File: src/rtl/disp_ctl_i2c_regs.sv
module disp_ctl_i2c_regs #(
  parameter int         NUM_REGS    = 20,
  parameter int         FILT_CYCLES = 3,
  parameter logic [6:0] DEV_ADDR    = 7'h46,
  parameter int         HDRV_SUB    = 1,
  parameter int         PROT_SUB    = 9,
  parameter int         RESET_SUB   = 11
) (
  input  logic                  clk,
  input  logic                  rst_n,
  input  logic                  scl_in,
  input  logic                  sda_in,
  input  logic                  hlock_n,
  input  logic                  prot_latched,
  output logic                  sda_pull,
  output logic                  prot_clr,
  output logic [NUM_REGS*8-1:0] regs_flat
);
  localparam int CW = $clog2(FILT_CYCLES + 1);
  localparam int IW = $clog2(NUM_REGS);

  typedef enum logic [2:0] {S_IDLE, S_ADDR, S_SUB, S_DATA, S_ACK, S_RD} st_t;

  function automatic logic [7:0] dflt(int i);
    return (i == HDRV_SUB) ? 8'hC0 : 8'h40;
  endfunction

  // line 0 = SCL, line 1 = SDA
  logic [1:0] s1, s2, flt, flt_d;
  logic [CW-1:0] cnt [2];

  always_ff @(posedge clk or negedge rst_n)
    if (!rst_n) begin
      s1 <= 2'b11; s2 <= 2'b11; flt_d <= 2'b11;
    end else begin
      s1 <= {sda_in, scl_in}; s2 <= s1; flt_d <= flt;
    end

  for (genvar g = 0; g < 2; g++) begin : g_filt
    always_ff @(posedge clk or negedge rst_n)
      if (!rst_n) begin
        flt[g] <= 1'b1; cnt[g] <= '0;
      end else if (s2[g] == flt[g]) begin
        cnt[g] <= '0;
      end else if (cnt[g] == CW'(FILT_CYCLES - 1)) begin
        flt[g] <= s2[g]; cnt[g] <= '0;
      end else begin
        cnt[g] <= cnt[g] + 1'b1;
      end
  end

  logic scl_rise, scl_fall, bus_start, bus_stop;
  assign scl_rise  =  flt[0] & ~flt_d[0];
  assign scl_fall  = ~flt[0] &  flt_d[0];
  assign bus_start =  flt[0] &  flt_d[0] & ~flt[1] &  flt_d[1];
  assign bus_stop  =  flt[0] &  flt_d[0] &  flt[1] & ~flt_d[1];

  st_t        state, nxt;
  logic [3:0] bitcnt;
  logic [7:0] shreg, sub, tx;
  logic [7:0] regs [NUM_REGS];
  logic       in_range, is_cmd;

  assign in_range = sub < 8'(NUM_REGS);
  assign is_cmd   = (sub == 8'(PROT_SUB)) || (sub == 8'(RESET_SUB));

  always_ff @(posedge clk or negedge rst_n)
    if (!rst_n) begin
      state <= S_IDLE; nxt <= S_IDLE; bitcnt <= '0;
      shreg <= '0; sub <= '0; tx <= '0;
      sda_pull <= 1'b0; prot_clr <= 1'b0;
      for (int i = 0; i < NUM_REGS; i++) regs[i] <= dflt(i);
    end else begin
      prot_clr <= 1'b0;
      if (bus_start) begin
        state <= S_ADDR; bitcnt <= '0; sda_pull <= 1'b0;
      end else if (bus_stop) begin
        state <= S_IDLE; sda_pull <= 1'b0;
      end else if (scl_rise) begin
        if (state == S_ADDR || state == S_SUB || state == S_DATA) begin
          shreg  <= {shreg[6:0], flt[1]};
          bitcnt <= bitcnt + 1'b1;
        end else if (state == S_RD) begin
          bitcnt <= bitcnt + 1'b1;
        end
      end else if (scl_fall) begin
        case (state)
          S_ADDR: if (bitcnt == 4'd8) begin
            if (shreg == {DEV_ADDR, 1'b0}) begin
              sda_pull <= 1'b1; nxt <= S_SUB; state <= S_ACK;
            end else if (shreg == {DEV_ADDR, 1'b1}) begin
              sda_pull <= 1'b1; nxt <= S_RD; state <= S_ACK;
              tx <= {hlock_n, prot_latched, 6'b0};
            end else begin
              state <= S_IDLE;
            end
          end
          S_SUB: if (bitcnt == 4'd8) begin
            sub <= shreg; sda_pull <= 1'b1; nxt <= S_DATA; state <= S_ACK;
          end
          S_DATA: if (bitcnt == 4'd8) begin
            sda_pull <= 1'b1; nxt <= S_DATA; state <= S_ACK;
            sub <= sub + 1'b1;
            if (sub == 8'(RESET_SUB) && shreg[7]) begin
              for (int i = 0; i < NUM_REGS; i++) regs[i] <= dflt(i);
            end else if (in_range) begin
              regs[sub[IW-1:0]] <= is_cmd ? {1'b0, shreg[6:0]} : shreg;
            end
            if (sub == 8'(PROT_SUB) && shreg[7]) prot_clr <= 1'b1;
          end
          S_ACK: begin
            bitcnt <= '0; state <= nxt;
            if (nxt == S_RD) begin
              sda_pull <= ~tx[7]; tx <= {tx[6:0], 1'b0};
            end else begin
              sda_pull <= 1'b0;
            end
          end
          S_RD: if (bitcnt == 4'd8) begin
            sda_pull <= 1'b0; state <= S_IDLE;
          end else begin
            sda_pull <= ~tx[7]; tx <= {tx[6:0], 1'b0};
          end
          default: ;
        endcase
      end
    end

  for (genvar g = 0; g < NUM_REGS; g++) begin : g_out
    assign regs_flat[g*8 +: 8] = regs[g];
  end

  a_r5_drive_while_scl_low: assert property (@(posedge clk) disable iff (!rst_n)
    $rose(sda_pull) |-> !flt[0]);
  a_r5_stop_releases: assert property (@(posedge clk) disable iff (!rst_n)
    bus_stop |=> !sda_pull);
  a_r1_idle_released: assert property (@(posedge clk) disable iff (!rst_n)
    (state == S_IDLE) |-> !sda_pull);
  a_r9_clr_one_cycle: assert property (@(posedge clk) disable iff (!rst_n)
    prot_clr |=> !prot_clr);
  a_r2_store_on_fall: assert property (@(posedge clk) disable iff (!rst_n)
    !$stable(regs_flat) |-> $past(scl_fall));
endmodule

File: config.mk
export PLATFORM = sky130hd
export DESIGN_NAME = disp_ctl_i2c_regs
export DESIGN_NICKNAME = d
export VERILOG_FILES = /design/src/rtl/disp_ctl_i2c_regs.sv
export SDC_FILE = /design/constraint.sdc
export NUM_CORES = 1
export LEC_CHECK = 0
export ABC_AREA = 1
export BUFFER_PORTS_ARGS = -buffer_cell sky130_fd_sc_hd__buf_2
export CORE_UTILIZATION = 55
export DETAILED_ROUTE_END_ITERATION = 6
export GPL_TIMING_DRIVEN = 0
export PLACE_DENSITY = 0.78
export REMOVE_ABC_BUFFERS = 1
export SLEW_MARGIN = 20
export SYNTH_ARGS = -nofsm -noshare
export SYNTH_HDL_FRONTEND = slang
export SYNTH_SLANG_ARGS = --single-unit
File: constraint.sdc
create_clock -name clk -period 6.06 [get_ports clk]
set_input_delay 1.212 -clock clk [delete_from_list [all_inputs] [get_ports clk]]
set_output_delay 1.212 -clock clk [all_outputs]
set_load 0.05 [all_outputs]
### Word-level counts from Yosys, hierarchy flattened

Cells that the tools add are included.

* RAM bits: 0
* memories kept: 0
* ROM bits: 0
* flip-flop bits (word level): 208
* latch bits: 0

* multiply operators: 0
* reductions and logical operators: 25
* order comparisons: 3
* add/sub/neg operators: 4
* bitwise operators: 18
* shift-type cells: 0
* divide/modulo/power cells: 0
* mux-type cells: 59
* equality and inequality tests: 31

Operator list (number)
* $mux W160: 2
* $bwmux W160: 1
* $mux W8: 9
* $demux W8 S5: 1
* $mux W3: 13
* $mux W4: 7
* $pmux W8 S3: 1
* $mux W1: 17
* $eq A8 B4 Y1 const B: 2
* $eq A8 B8 Y1 const B: 2
* $pmux W8 S2: 1
* $reduce_and A7 Y1: 2
* $pmux W3 S4: 1
* $reduce_and A6 Y1: 2
* $reduce_bool A3 Y1: 4
* $ne A2 B1 Y1 const B: 5
* $not A1 Y1: 10
* $reduce_and A10 Y1: 1
* $eq A3 B3 Y1 const B: 3
* $add A8 B1 Y8 const B: 1
* $lt A8 B5 Y1 const B: 1
* $mux W2: 4
* $ne A2 B2 Y1 const B: 4
* $ne A4 B1 Y1 const B: 2
* 24 further kinds: 44

### Logic depth before layout (Yosys ltp)

* depth after elaboration: 9
* gate-level depth with buffers: 11
* depth with buffers taken out: 10

### Worst setup path before layout

Ideal clock, no wire load.

* path kind: flip-flop to flip-flop
* start point: register flt_d[0]
* end point: register regs, in the netlist regs_flat[32]
* period minus slack after synthesis: 1.988 ns
* path buffers: 1
* stages on the path, launching flop included: 11
* path slack: 4.072 ns
* arrival: 1.923 ns
* path through: dfstp_2 > inv_1 > ha_1 > nor2_1 > nand3_2 > nor2_4 > nand3_4 > nor2_4 > buf_6 > nand2_1 > nand2_1

* cells in the longest elaborated chain, start to end: 5
* elaborated cells between the ends (all ways): 12
* classes of those cells: bitwise (11); reduce/logical (1)

Ends and longest elaborated chain
* start: declaration: line 29 `logic [1:0] s1, s2, flt, flt_d;`
* start signal: assignment: line 34 `s1 <= 2'b11; s2 <= 2'b11; flt_d <= 2'b11;`
* start signal: assignment: line 36 `s1 <= {sda_in, scl_in}; s2 <= s1; flt_d <= flt;`
* $and A1 B1 Y1: line 55, 56
* $and A1 B1 Y1, on equally long branches (2 in series): line 56, 55
* $not A1 Y1 (no line)
* $reduce_and A7 Y1 (no line) *
* end signal: indexed assignment: line 107 `regs[sub[IW-1:0]] <= is_cmd ? {1'b0, shreg[6:0]} : shreg;`
* end: declaration: line 61 `logic [7:0] regs [NUM_REGS];`

Mark *: on every way between the ends. The rest lies on a longest branch, timed or not.
A chain may end at the register's enable or synchronous reset.

### Worst setup path in the final report

* start point: register sub[0]
* end point: register regs, in the netlist regs_flat[110]

* cells in the longest elaborated chain, start to end: 8
* elaborated cells between the ends (all ways): 14
* classes of those cells: order compare (3); eq/ne (1); mux (5); bitwise (1); reduce/logical (4)

Ends and longest elaborated chain
* start: declaration: line 60 `logic [7:0] shreg, sub, tx;`
* start signal: assignment: line 103 `sub <= sub + 1'b1;`
* $not A5 Y6: line 107
* $ge A6 B6 Y1 (implied by the code) / $lt A6 B1 Y1 (equally long branches): line 107
* $logic_and A1 B1 Y1 (implied by the code): line 107
* $mux W8: line 107
* $demux W8 S5: line 107
* $bwmux W160: line 107
* $mux W160: line 106 `end else if (in_range) begin`
* $mux W160: line 104 `if (sub == 8'(RESET_SUB) && shreg[7]) begin`

Parallel ways exist; a longest one is shown, timed or not. The select of a mux whose other input is x is not followed.

==> impl_metrics.tcl <==
set metrics [dict create \
    start_kind "register" \
    number_of_placed_i_o_pins 168 \
    post-route-cell-area_sq_um 10600 \
    timing.reg2reg.worst_path_depth 7 \
    post_drt_via_cell_ratio 5.13 \
    syn_avg_cell_area_sq_um 8.32 \
    report.final.slew_viol_count 0 \
    cts.sink_count 202 \
    num_rows 46 \
    die_w_um 129 \
    hold_start "s1[1]$_DFF_PN1_" \
    powerDensity_nw_per_um2 283 \
    detailroute.via_count 7549 \
    synth.cells.most_frequent "sky130_fd_sc_hd__nand2_1, sky130_fd_sc_hd__dfrtp_1, sky130_fd_sc_hd__inv_1" \
    syn-cell-area_sq_um 8880 \
    gp_congestion 0.856 \
    routed_wirelength_um 22500 \
    seq_power_share 0.490 \
    worst_ep_arrival_time_ps 3320 \
    cp.required_ps 6490 \
    clk_path_buf_depth 3 \
    worstSetupPathType "reg -> reg" \
    r2r-end "regs_flat[110]$_DFFE_PN1P_" \
    rr_startpoint "sub[0]$_DFFE_PN0P_" \
    ys_warn_count 0 \
    fin_worst_hold_slack_ps 355 \
    fillers 1276 \
    utilization_after_layout 0.672 \
    flip_flop_and_latch_count_after_synthesis 202 \
    maxClockFrequency_mhz 346 \
    synth-main-ff-cell "sky130_fd_sc_hd__dfrtp_1" \
    total_leakage_power_nw 6.29 \
    final_setup_fails 0 \
    numCtsBuffers 21 \
    synth.top_cell.area_share 0.488 \
    hp-class "reg -> reg" \
    power.share.clock 0.412 \
    seq_area_frac_synth 0.574 \
    clock_latency_of_the_later_clocked_register_in_the_worst_skew_pair_ps 490 \
    critical_path.cell_chain "ha_1 > inv_1 > nor2_2 > nand3_2 > nand2_1 > nand3_1 > nand2_1" \
    track_usage 0.271 \
    detailedRoute.firstIterationViolations 541 \
    final_report_hold_violation_count 0 \
    vdd_drop_max_mv 0.187 \
    antenna_found_initial 0 \
    setup_total_negative_slack_ps 0 \
    io_buffers 167 \
    die_height_um 129 \
    worst-r2r-setup-slack_ps 3170 \
    critical_path.max_stage_delay_ps 940 \
    cts-htree-levels 1 \
    timing.critical_path.mode_cell "sky130_fd_sc_hd__nand2_1" \
    post_synth_main_area_contributors "sky130_fd_sc_hd__dfrtp_1, sky130_fd_sc_hd__nand2_1, sky130_fd_sc_hd__dfstp_2, sky130_fd_sc_hd__inv_1, sky130_fd_sc_hd__nand3_1" \
    synth.most_common_cell "sky130_fd_sc_hd__nand2_1" \
    cts_setup_buffers 0 \
    critical_path_peak_fanout 27 \
    detail-route-antenna-nets 0 \
    synth_cell_type_count 29 \
    placeable_core_region_sq_um 15800 \
    power_mw 3.01 \
    maxCapViolations 0 \
    endpoint_kind "register" \
    finalCritPeriodShare 0.477 \
    gr-total-overflow 0 \
    cts.root.buffer_cell "sky130_fd_sc_hd__clkbuf_16" \
    final_layout_size_suffix_gt1_frac 0.217 \
    final_setup_skew_ps 10.4 \
    synth_top_cell_by_area "sky130_fd_sc_hd__dfrtp_1" \
    pin_count_of_the_biggest_net_entering_global_routing 83 \
    drc_violations_left 0 \
    max-slew-margin-rel 0.388 \
    max_slew.worst_pin.slew_ps 916 \
    worst_hold_path.endpoint "s2[1]$_DFF_PN1_" \
    start_util 0.561 \
    tritoncts_clock_tree "built" \
    antenna-diode-count 0 \
    final_net_count 1257 \
    whs_path_depth 0 \
    ys_async_sr_fraction 1.00 \
    grt_pass1_vias 6821 \
    wl_per_cell_um 15.3 \
    clock_transition_at_the_registers_of_the_reported_paths_ps 60 \
    p_comb_frac 0.098 \
    sw_frac 0.256 \
    detailed_place.area_sq_um 9980 \
    outcome "finished clean" \
    switchingPower_mw 0.770 \
    synth_cells 1067 \
    layout-area-overhead-vs-synth_pct 19.8 \
    drt-pass1-iter-count 5 \
    dieArea_sq_um 16700 \
    first_pass_grt_wire_length_um 35300 \
    postCtsHoldBufs 0 \
    final_period_minus_worst_setup_slack_ps 2890 \
    rsz_0062_raised_after_global_routing "false" \
    power_report.internal_total_mw 2.24 \
    postCtsResizedCells 0 \
    dp_hpwl_um 14600 \
    slowest_stage "sky130_fd_sc_hd__nand2_1" \
    count_of_flip_flops_with_a_built_in_enable_after_synthesis 0 \
]
-- cell type report --
class | count | area, sq um | share of cell area
Sequential cell | 202 | 5090 | 0.479
Multi-Input combinational cell | 773 | 3390 | 0.319
Timing Repair Buffer | 173 | 958 | 0.0901
Clock buffer | 33 | 611 | 0.0574
Tap cell | 216 | 270 | 0.0254
Inverter | 71 | 267 | 0.0251
Clock inverter | 4 | 48.8 | 0.00459
-- cells in the final DEF, fill, tap and decap left out, types with 2 or more instances in the layout --
cell	synthesis	layout
sky130_fd_sc_hd__nand2_1	591	591
sky130_fd_sc_hd__dfrtp_1	173	173
sky130_fd_sc_hd__buf_2	11	166
sky130_fd_sc_hd__inv_1	67	67
sky130_fd_sc_hd__nand3_1	47	47
sky130_fd_sc_hd__nor2_1	30	30
sky130_fd_sc_hd__dfstp_2	29	29
sky130_fd_sc_hd__o21ai_0	28	28
sky130_fd_sc_hd__clkbuf_16	0	21
sky130_fd_sc_hd__nand3_2	20	20
sky130_fd_sc_hd__nor3_1	10	9
sky130_fd_sc_hd__nor2_4	9	9
sky130_fd_sc_hd__ha_1	9	9
sky130_fd_sc_hd__clkbuf_1	3	8
sky130_fd_sc_hd__nand4_1	6	6
sky130_fd_sc_hd__inv_2	4	4
sky130_fd_sc_hd__a21oi_1	5	4
sky130_fd_sc_hd__clkbuf_8	0	4
sky130_fd_sc_hd__xnor2_1	3	3
sky130_fd_sc_hd__nor2_2	3	3
sky130_fd_sc_hd__buf_16	0	3
sky130_fd_sc_hd__a31oi_1	2	2
sky130_fd_sc_hd__a22oi_1	2	2
sky130_fd_sc_hd__clkinv_2	0	2
sky130_fd_sc_hd__buf_6	7	2
-- kinds of logic after synthesis --
logic type	synth area share
AND/OR/NAND/NOR	0.340
flip-flops	0.574
buffers and inverters	0.0464
AO/OA/AOI/OAI	0.0235
adder cells (fa/ha/maj)	0.0127
XOR/XNOR	0.00395
-- critical path, delay by kind of cell, from the launching register on --
family / cells / cell delay, ps
adders and majority gates: 1 / 310
and+or+nand+nor: 5 / 2000
DFF: 1 / 410
buffers and inverters: 1 / 100
-- power by group through the flow --
stage | clock network [mW] | registers (mW) | logic (mW)
after floorplan | 0 | 1.50 | 0.200
after global placement | 0 | 1.50 | 0.280
after detailed placement | 0 | 1.50 | 0.296
after CTS | 1.25 | 1.48 | 0.299
after global routing | 1.31 | 1.49 | 0.341
final | 1.24 | 1.48 | 0.295
-- state kept, by name, summed over array words and instances, names as in the netlist --
| register | flops |
|---|---|
| nxt | 3 |
| regs_flat | 160 |
| prot_clr | 1 |
| s1 | 2 |
| shreg | 8 |
| bitcnt | 4 |
| tx | 2 |
| s2 | 2 |
| cnt | 4 |
| sub | 8 |
| flt | 2 |
| state | 3 |
| sda_pull | 1 |
| flt_d | 2 |
-- routing by layer --
| metal | part of all wire | vias to the layer above | global-route usage |
|---|---|---|---|
| met2 | 0.48 | 271 | 0.440 |
| li1 | - | 3661 | - |
| met1 | 0.43 | 3578 | 0.372 |
| met3 | 0.065 | 39 | 0.0425 |
| met4 | 0.029 | 0 | 0.100 |
| met5 | 0 | - | 0 |
-- through the flow --
step | setup slack, ps | cells
6_report | 3170 | 1472
5_1_grt | 2930 | 1472
4_1_cts | 3190 | 1472
3_5_place_dp | 3210 | 1435
3_3_place_gp | 496 | 1429
2_1_floorplan | 2350 | 1046
-- how the worst max path moves through the flow --
stage	start	to	cells past startpoint
after CTS	sub[0]$_DFFE_PN0P_	regs_flat[158]$_DFFE_PN1P_	7
after floorplan	flt_d[0]$_DFF_PN1_	regs_flat[10]$_DFFE_PN0P_	8
after detailed placement	sub[0]$_DFFE_PN0P_	regs_flat[158]$_DFFE_PN1P_	7
after global routing	sub[0]$_DFFE_PN0P_	regs_flat[62]$_DFFE_PN1P_	7
after global placement	rst_n	regs_flat[98]$_DFFE_PN0P_	1
final	sub[0]$_DFFE_PN0P_	regs_flat[110]$_DFFE_PN1P_	7
No activity file was read; power rests on OpenSTA's default activity.
